===== config.mk =====
export PLATFORM = sky130hd
export DESIGN_NAME = rr_exec_unit
export DESIGN_NICKNAME = d
export VERILOG_FILES = /design/src/rtl/rr_exec_pkg.sv /design/src/rtl/rr_regops.sv /design/src/rtl/rr_ioops.sv /design/src/rtl/rr_exec_unit.sv
export SDC_FILE = /design/constraint.sdc
export NUM_CORES = 1
export LEC_CHECK = 0
export BUFFER_PORTS_ARGS = -buffer_cell sky130_fd_sc_hd__buf_4
export CAP_MARGIN = 10
export CORE_ASPECT_RATIO = 0.75
export CORE_MARGIN = 2
export CORE_UTILIZATION = 50
export DETAILED_ROUTE_END_ITERATION = 10
export PLACE_DENSITY = 0.77
export RECOVER_POWER = 50
export SLEW_MARGIN = 20
export SYNTH_ARGS = -nofsm -noshare
export SYNTH_HDL_FRONTEND = slang
export SYNTH_SLANG_ARGS = --single-unit

===== constraint.sdc =====
create_clock -name clk -period 3.2 [get_ports clk]
set_input_delay 0.48 -clock clk [delete_from_list [all_inputs] [get_ports clk]]
set_output_delay 0.48 -clock clk [all_outputs]
set_load 0.02 [all_outputs]

===== src/rtl/rr_exec_pkg.sv =====
package rr_exec_pkg;
  // Selection bit positions; the positions are part of the instruction encoding.
  localparam int SB_CLR_AC = 11;
  localparam int SB_CLR_E  = 10;
  localparam int SB_INV_AC = 9;
  localparam int SB_INV_E  = 8;
  localparam int SB_ROT_R  = 7;
  localparam int SB_ROT_L  = 6;
  localparam int SB_INC    = 5;
  localparam int SB_SK_POS = 4;
  localparam int SB_SK_NEG = 3;
  localparam int SB_SK_ZRO = 2;
  localparam int SB_SK_EZ  = 1;
  localparam int SB_HALT   = 0;

  localparam int SB_IN     = 11;
  localparam int SB_OUT    = 10;
  localparam int SB_SK_FI  = 9;
  localparam int SB_SK_FO  = 8;
  localparam int SB_IEN_ON = 7;
  localparam int SB_IEN_OF = 6;
endpackage


===== src/rtl/rr_regops.sv =====
module rr_regops
  import rr_exec_pkg::*;
#(
  parameter int W     = 16,
  parameter int SEL_W = 12
) (
  input  logic [SEL_W-1:0] sel,
  input  logic [W-1:0]     ac_in,
  input  logic             e_in,
  output logic [W-1:0]     ac_out,
  output logic             e_out,
  output logic             skip,
  output logic             halt
);
  // rotate right through the link bit: {link, word} -> {word[0], {link, word[W-1:1]}}
  function automatic logic [W:0] rot_right(input logic [W-1:0] a, input logic l);
    return {a[0], l, a[W-1:1]};
  endfunction

  function automatic logic [W:0] rot_left(input logic [W-1:0] a, input logic l);
    return {a[W-1], a[W-2:0], l};
  endfunction

  function automatic logic [W-1:0] incr(input logic [W-1:0] a);
    return a + W'(1);
  endfunction

  always_comb begin
    logic [W-1:0] a;
    logic         l;
    logic [W:0]   r;
    a    = ac_in;
    l    = e_in;
    r    = '0;
    skip = 1'b0;
    halt = 1'b0;
    for (int b = SEL_W - 1; b >= 0; b--) begin
      if (sel[b]) begin
        case (b)
          SB_CLR_AC: a = '0;
          SB_CLR_E:  l = 1'b0;
          SB_INV_AC: a = ~a;
          SB_INV_E:  l = ~l;
          SB_ROT_R:  begin r = rot_right(a, l); l = r[W]; a = r[W-1:0]; end
          SB_ROT_L:  begin r = rot_left(a, l);  l = r[W]; a = r[W-1:0]; end
          SB_INC:    a = incr(a);
          SB_SK_POS: skip = skip | ~ac_in[W-1];
          SB_SK_NEG: skip = skip | ac_in[W-1];
          SB_SK_ZRO: skip = skip | (ac_in == '0);
          SB_SK_EZ:  skip = skip | ~e_in;
          SB_HALT:   halt = 1'b1;
          default:   ;
        endcase
      end
    end
    ac_out = a;
    e_out  = l;
  end
endmodule


===== src/rtl/rr_ioops.sv =====
module rr_ioops
  import rr_exec_pkg::*;
#(
  parameter int W     = 16,
  parameter int IO_W  = 8,
  parameter int SEL_W = 12
) (
  input  logic [SEL_W-1:0] sel,
  input  logic [W-1:0]     ac_in,
  input  logic [IO_W-1:0]  inpr_in,
  input  logic             fgi_in,
  input  logic             fgo_in,
  input  logic             ien_in,
  output logic [W-1:0]     ac_out,
  output logic [IO_W-1:0]  outr_out,
  output logic             outr_ld,
  output logic             fgi_clr,
  output logic             fgo_clr,
  output logic             ien_out,
  output logic             skip
);
  always_comb begin
    logic [W-1:0] a;
    a        = ac_in;
    outr_out = '0;
    outr_ld  = 1'b0;
    fgi_clr  = 1'b0;
    fgo_clr  = 1'b0;
    ien_out  = ien_in;
    skip     = 1'b0;
    for (int b = SEL_W - 1; b >= 0; b--) begin
      if (sel[b]) begin
        case (b)
          SB_IN:     begin a[IO_W-1:0] = inpr_in; fgi_clr = 1'b1; end
          SB_OUT:    begin outr_out = a[IO_W-1:0]; outr_ld = 1'b1; fgo_clr = 1'b1; end
          SB_SK_FI:  skip = skip | fgi_in;
          SB_SK_FO:  skip = skip | fgo_in;
          SB_IEN_ON: ien_out = 1'b1;
          SB_IEN_OF: ien_out = 1'b0;
          default:   ;
        endcase
      end
    end
    ac_out = a;
  end
endmodule


===== src/rtl/rr_exec_unit.sv =====
module rr_exec_unit #(
  parameter int W      = 16,
  parameter int ADDR_W = 12,
  parameter int IO_W   = 8,
  parameter int SEL_W  = 12
) (
  input  logic              clk,
  input  logic              rst_n,
  input  logic              d7,
  input  logic              t3,
  input  logic              ind,
  input  logic [SEL_W-1:0]  sel,
  input  logic              wr_en,
  input  logic [W-1:0]      wr_ac,
  input  logic              wr_e,
  input  logic [ADDR_W-1:0] wr_pc,
  input  logic              in_strobe,
  input  logic [IO_W-1:0]   in_data,
  input  logic              out_ack,
  output logic [W-1:0]      ac,
  output logic              e,
  output logic [ADDR_W-1:0] pc,
  output logic              running,
  output logic              ien,
  output logic              fgi,
  output logic              fgo,
  output logic [IO_W-1:0]   inpr,
  output logic [IO_W-1:0]   outr,
  output logic              sc_clr
);
  // named internal events
  logic exec_evt, reg_evt, io_evt, skip_evt, halt_evt;

  logic [W-1:0]    rg_ac, io_ac;
  logic            rg_e, rg_skip, rg_halt;
  logic [IO_W-1:0] io_outr;
  logic            io_outr_ld, io_fgi_clr, io_fgo_clr, io_ien, io_skip;

  assign exec_evt = d7 & t3;
  assign reg_evt  = exec_evt & ~ind;
  assign io_evt   = exec_evt & ind;
  assign skip_evt = (reg_evt & rg_skip) | (io_evt & io_skip);
  assign halt_evt = reg_evt & rg_halt;
  assign sc_clr   = exec_evt;

  rr_regops #(.W(W), .SEL_W(SEL_W)) u_reg (
    .sel(sel), .ac_in(ac), .e_in(e),
    .ac_out(rg_ac), .e_out(rg_e), .skip(rg_skip), .halt(rg_halt)
  );

  rr_ioops #(.W(W), .IO_W(IO_W), .SEL_W(SEL_W)) u_io (
    .sel(sel), .ac_in(ac), .inpr_in(inpr), .fgi_in(fgi), .fgo_in(fgo), .ien_in(ien),
    .ac_out(io_ac), .outr_out(io_outr), .outr_ld(io_outr_ld),
    .fgi_clr(io_fgi_clr), .fgo_clr(io_fgo_clr), .ien_out(io_ien), .skip(io_skip)
  );

  always_ff @(posedge clk or negedge rst_n) begin
    if (!rst_n) begin
      ac      <= '0;
      e       <= 1'b0;
      pc      <= '0;
      running <= 1'b1;
      ien     <= 1'b0;
      fgi     <= 1'b0;
      fgo     <= 1'b1;
      inpr    <= '0;
      outr    <= '0;
    end else begin
      if (reg_evt) begin
        ac <= rg_ac;
        e  <= rg_e;
      end else if (io_evt) begin
        ac <= io_ac;
      end else if (wr_en) begin
        ac <= wr_ac;
        e  <= wr_e;
      end

      if (exec_evt) begin
        if (skip_evt) pc <= pc + ADDR_W'(1);
      end else if (wr_en) begin
        pc <= wr_pc;
      end

      if (halt_evt) running <= 1'b0;
      if (io_evt)   ien <= io_ien;

      if (in_strobe) begin
        inpr <= in_data;
        fgi  <= 1'b1;
      end else if (io_evt && io_fgi_clr) begin
        fgi <= 1'b0;
      end

      if (out_ack)                      fgo <= 1'b1;
      else if (io_evt && io_fgo_clr)    fgo <= 1'b0;

      if (io_evt && io_outr_ld) outr <= io_outr;
    end
  end
endmodule


Word level (Yosys, flattened, before mapping)
Cells that the tools add are included.
W data, S select, Z words.
{"block": "word_totals", "ff_bits": 49, "input_bits": 57, "output_inout_bits": 50, "elab_cells": 77}
{"block": "classes", "add_sub_neg": 2, "eq_ne": 2, "n_mux": 35, "bitwise_logic": 16, "reduce_logical": 12}
{"cell": "$mux W16", "count": 8}
{"cell": "$mux W12", "count": 3}
{"cell": "$mux W1", "count": 22}
{"cell": "$add A16 B1 Y16 const B", "count": 1}
{"cell": "$logic_not A16 Y1", "count": 1}
{"cell": "$mux W8", "count": 2}
{"cell": "$not A16 Y16", "count": 1}
{"cell": "$add A12 B1 Y12 const B", "count": 1}
{"cell": "$reduce_bool A2 Y1", "count": 5}
{"cell": "$and A1 B1 Y1", "count": 6}
{"cell": "$reduce_and A2 Y1", "count": 3}
{"cell": "$or A1 B1 Y1", "count": 5}
{"cell": "$not A1 Y1", "count": 4}
{"cell": "$reduce_bool A3 Y1", "count": 1}
{"cell": "$logic_and A1 B1 Y1", "count": 2}
{"cell": "$ne A2 B1 Y1 const B", "count": 1}
{"cell": "$ne A2 B2 Y1 const B", "count": 1}

Longest topological paths before layout
{"block": "logic_depth", "depth_word": 12, "depth_mapped": 11, "mapped_depth_nobuf": 10}

By module
A second synthesis with hierarchy kept.
{"block": "unflattened", "cells_unflattened": 479, "hier_area_um2": 4205.3}
{"mod": "rr_exec_unit", "instances": 1, "cells_each": 232, "area_per_inst_um2": 2471.1}
{"mod": "rr_regops", "instances": 1, "cells_each": 216, "area_per_inst_um2": 1451.4}
{"mod": "rr_ioops", "instances": 1, "cells_each": 31, "area_per_inst_um2": 282.8}

Worst setup path before layout
OpenSTA, ideal clock, no wires.
{"block": "synth_path", "path_kind": "input to register", "startpoint": "in sel[7]", "endpoint": "reg ac[6]", "setup_time_ns": 0.137, "arrival_time_ns": 2.313, "t_required_ns": 3.063, "setup_slack_ns": 0.751, "path_stages": 11, "path_cell_list": "buf_6 mux2i_1 nor2_1 xnor2_1 mux2i_1 ha_1 nand2_1 a2111oi_4 mux2i_1 and4_1 a221oi_2"}
{"block": "synth_between", "elab_chain_len": 5, "elab_cells_between_ends": 6}
{"element": "from (decl)", "line_no": "rr_exec_unit.sv:12", "source": "input logic [SEL_W-1:0] sel,"}
{"element": "$mux W16 or $mux W1 (tied branches)", "line_no": "rr_regops.sv:38", "source": "if (sel[b]) begin"}
{"element": "$mux W16 *", "line_no": "rr_regops.sv:38"}
{"element": "$add A16 B1 Y16", "line_no": "rr_regops.sv:25", "source": "return a + W'(1);"}
{"element": "$mux W16 *", "line_no": "rr_regops.sv:38"}
{"element": "$mux W16 *", "line_no": "rr_exec_unit.sv:69", "source": "if (reg_evt) begin"}
{"element": "to (signal assigned)", "line_no": "rr_exec_unit.sv:70", "source": "ac <= rg_ac;"}
{"element": "to (signal assigned)", "line_no": "rr_exec_unit.sv:73", "source": "ac <= io_ac;"}
{"element": "to (signal assigned)", "line_no": "rr_exec_unit.sv:75", "source": "ac <= wr_ac;"}
{"element": "to (decl)", "line_no": "rr_exec_unit.sv:20", "source": "output logic [W-1:0] ac,"}
Every way passes the cells marked *; elsewhere a longest branch is shown, timed or not.
A chain may end at the register's enable or synchronous reset.

Worst setup path in the final report
{"block": "layout_path", "startpoint": "reg ac[0]", "endpoint": "reg ac[8]"}
{"block": "layout_between", "elab_chain_len": 8, "elab_cells_between_ends": 9}
{"element": "$mux W16 *", "line_no": "rr_regops.sv:38"}
{"element": "$not A16 Y16", "line_no": "rr_regops.sv:42", "source": "SB_INV_AC: a = ~a;"}
{"element": "$mux W16 *", "line_no": "rr_regops.sv:38"}
{"element": "$mux W16 or $mux W1 (tied branches)", "line_no": "rr_regops.sv:38"}
{"element": "$mux W16 *", "line_no": "rr_regops.sv:38"}
{"element": "$add A16 B1 Y16 *", "line_no": "rr_regops.sv:25"}
{"element": "$mux W16 *", "line_no": "rr_regops.sv:38"}
{"element": "$mux W16 *", "line_no": "rr_exec_unit.sv:69"}
Marked as above.

==> reports/qor.txt <==
==========================================================================================
Clock Sink Count ............................................................           49
Share of the clock period used by the worst path after layout ...............       90.36%
Violations in the final reports ............................................. max-capacitance violations, max-slew violations
Primary flip-flop cell chosen by synthesis mapping ..........................      dfrtp_1
Xor-xnor portion of the synthesized cell area ...............................       5.630%
Setup bufs post-CTS .........................................................            0
Number of top-level pins ....................................................          107
Max Slew Vio Count ..........................................................           50
Unrepaired setup endpoints after global routing .............................        false
First-pass GRT wire length .................................................. 18400 microns
Async set or reset register ratio after synthesis ...........................       100.0%
Path class of the lowest-slack min-delay path ............................... primary input to flip-flop
Tightest slew margin relative to the limit ..................................      -81.25%
All-Layer GR Usage ..........................................................       28.09%
Share of post-route cells with drive strength above 1 .......................       25.76%
Number of placed cells counting well taps ...................................          621
Number of nets at the end of the flow .......................................          586
Worst hold margin ...........................................................     306.3 ps
Met1 demand-to-capacity share in global routing .............................       39.48%
Count of cells resized by post-cts repair ...................................            0
Data arrival time of the worst path .........................................      3120 ps
Achievable frequency ........................................................   0.3459 GHz
Final period demand of the worst path .......................................      2891 ps
Cells after synthesis .......................................................          430
Sum Neg Setup Slack .........................................................         0 ps
Width of the die ............................................................ 103.8 microns
Synth-to-Final Area Change ..................................................       24.60%
Buffers on Ports ............................................................          106
Count of state elements after synthesis .....................................           49
Total via count after detailed routing ......................................         3831
Max-Cap Viols ...............................................................            1
Via-to-Cell Ratio ...........................................................        6.091
Fin util ....................................................................       63.75%
Met2 Resource Use GR ........................................................       44.44%
DRC viols ...................................................................            0
Post-route non-filler standard cell count ...................................          629
Post-synth EDFFs ............................................................            0
Initial DRC count ...........................................................          325
Detailed-routing iteration count for the pre-antenna-repair pass ............            7
Per-cell routed wire length ................................................. 18.28 microns
Final Hold Fails ............................................................            0
Transition time of the tightest slew-check pin ..............................      2719 ps
Yosys warning total .........................................................            0
Starting Density ............................................................       51.17%
Type of destination of the critical path ....................................    flip-flop
Via count of the first global-routing pass ..................................         3543
Power density normalized to cell area ....................................... 467.9 nW/um^2
Maximum fanout count along the critical path ................................            5
Number of antenna violations at the first check in global routing ...........            0
Multiplexer share of the synthesized area ...................................       13.67%
Layer with the highest usage ................................................         met2
Antenna violation net count after detailed routing ..........................            0
Clock skew ..................................................................     3.230 ps
Height of the die ........................................................... 78.84 microns
Congestion Overflow GR ......................................................            0
Clock tree from TritonCTS ...................................................          yes
Leak pwr ....................................................................     1.981 nW
Share of synthesized cell area in full adder, half adder and majority cells .      0.6702%
Sum of internal, switching and leakage power ................................     2.177 mW
Required time of the worst setup path .......................................      3430 ps
Mean instance size in the synthesized netlist ...............................  8.683 sq um
Fraction of post-synthesis cell area in the top cell type by area ...........       31.50%
Crit path kind .............................................................. flip-flop to flip-flop
Biggest area consumer among synthesized cells ...............................      dfrtp_1
Sequential cell area fraction in the yosys report ...........................       32.91%
Number of levels the H-tree was split into ..................................            2
CTS clock-pin slew for the worst setup and hold paths .......................        90 ps
Clock network latency to the later pin of the worst-skew pair ...............       310 ps
Number of buffers inserted for hold repair after clock tree synthesis .......            0
Largest cells by area after synthesis ....................................... dfrtp_1, mux2i_1, a21oi_1, o21ai_0, nor2_1
HPWL after DPL .............................................................. 8469 microns
TritonCTS buffer count ......................................................            5
Post-Synth Simple-Gate Area .................................................       18.20%
Most frequent cells after synthesis ......................................... dfrtp_1, nor2_1, mux2i_1
Netlist Area Pre-Place ......................................................   3734 sq um
Core ar. ....................................................................   7297 sq um
Most frequent cell after synthesis ..........................................      dfrtp_1
Synthesized-area fraction occupied by ao, oa, aoi and oai cells .............       24.20%
Peak VDD IR .................................................................    0.2792 mV
Final routed wirelength across all metal layers ............................. 11500 microns
Run status .................................................................. finished with violations
Setup violation total in the final timing report ............................            0
Maximum number of pins on one net before global-route repair ................           50
Number of library cell types mapped by synthesis ............................           68
Diodes inserted .............................................................            0
Number of buffers on the longest clock path .................................            2
Largest family of logic cells by synthesized area ........................... compound AO/OA/AOI/OAI gates
Startpoint kind of the worst setup timing path ..............................    flip-flop
Final weighted congestion in routability-driven placement ...................       0.9275
Root buf cell ...............................................................     clkbuf_8
Number of rows created at floorplan .........................................           27
Net count after synthesis ...................................................          489
Die area ....................................................................   8182 sq um
Global routing usage on met3 ................................................       6.814%
==========================================================================================
==> final cells by class <==
type                            instances  area, sq um
Tap cell                              101        126.4
Clock buffer                            6        82.58
Sequential cell                        49         1229
Fill cell                             654         2645
Clock inverter                          2        37.54
Inverter                                6        22.52
Multi-Input combinational cell        346         2328
Timing Repair Buffer                  119        825.8
==> cells by family (layout without fill, tap and decap cells) <==
group	after synthesis	after routing
flip-flops	49	49
buffers and inverters	35	133
XOR/XNOR	24	24
AND/OR/NAND/NOR	139	139
AO/OA/AOI/OAI	132	132
multiplexers	49	49
adder cells (fa/ha/maj)	2	2
==> power by group <==
group / switching (mW) / internal, mW / total, mW
Clock: 0.213 / 0.254 / 0.467
Sequential: 0.134 / 0.716 / 0.849
Combinational: 0.504 / 0.356 / 0.860
==> per-stage QoR <==
stage	instance area (sq um)	setup slack (ps)
6_report	4652	308.6
5_1_grt	4652	17.43
4_1_cts	4720	373.0
3_5_place_dp	4599	139.7
3_3_place_gp	4599	184.8
2_1_floorplan	3734	750.6
==> metal layers <==
metal	vias to the layer above	part of all wire (%)
li1	1786	-
met1	1867	46
met2	162	45
met3	16	8.1
met4	0	1.2
met5	-	0
==> cell usage in the layout, fill, tap and decap left out, types with 5 or more instances in the layout <==
| cell | count |
|---|---|
| buf_4 | 101 |
| dfrtp_1 | 47 |
| nor2_1 | 40 |
| mux2i_1 | 36 |
| a21oi_1 | 35 |
| nand2_1 | 34 |
| o21ai_0 | 31 |
| clkbuf_1 | 18 |
| xnor2_1 | 15 |
| mux2_2 | 12 |
| nor3_1 | 11 |
| o22ai_1 | 11 |
| xor2_1 | 9 |
| nand3_1 | 9 |
| nor2b_1 | 7 |
| and2_1 | 7 |
| clkbuf_8 | 6 |
| inv_1 | 5 |
| nand2b_1 | 5 |
| nand4_1 | 5 |
| a22oi_1 | 5 |
==> worst paths after layout <==
check                           depth (start not counted)      end     from  slack [ps]
worst max-delay path                                   10    ac[8]    ac[0]         310
worst min-delay path                                    2  running   sel[0]         310
worst max register to register                         10    ac[8]    ac[0]         310
worst min register to register                          1  running  running         490
max in group asynchronous                               1      ien    rst_n         640
min in group asynchronous                               1  inpr[0]    rst_n        1020
==> worst max-delay path, stage by stage (launching register included) <==
cell,delay [ps]
dfrtp_1,480
nor2b_1,240
xor2_1,170
mux2i_1,180
mux2i_1,260
ha_1,190
nand2_1,150
a2111oi_0,730
buf_4,220
o21ai_0,70
o21ai_1,130
==> registers in the layout (all words and copies together) (netlist names) <==
register / cells
ien: 1
e: 1
fgi: 1
ac: 16
fgo: 1
pc: 12
inpr: 8
outr: 8
running: 1
No activity file was read; power rests on OpenSTA's default activity.
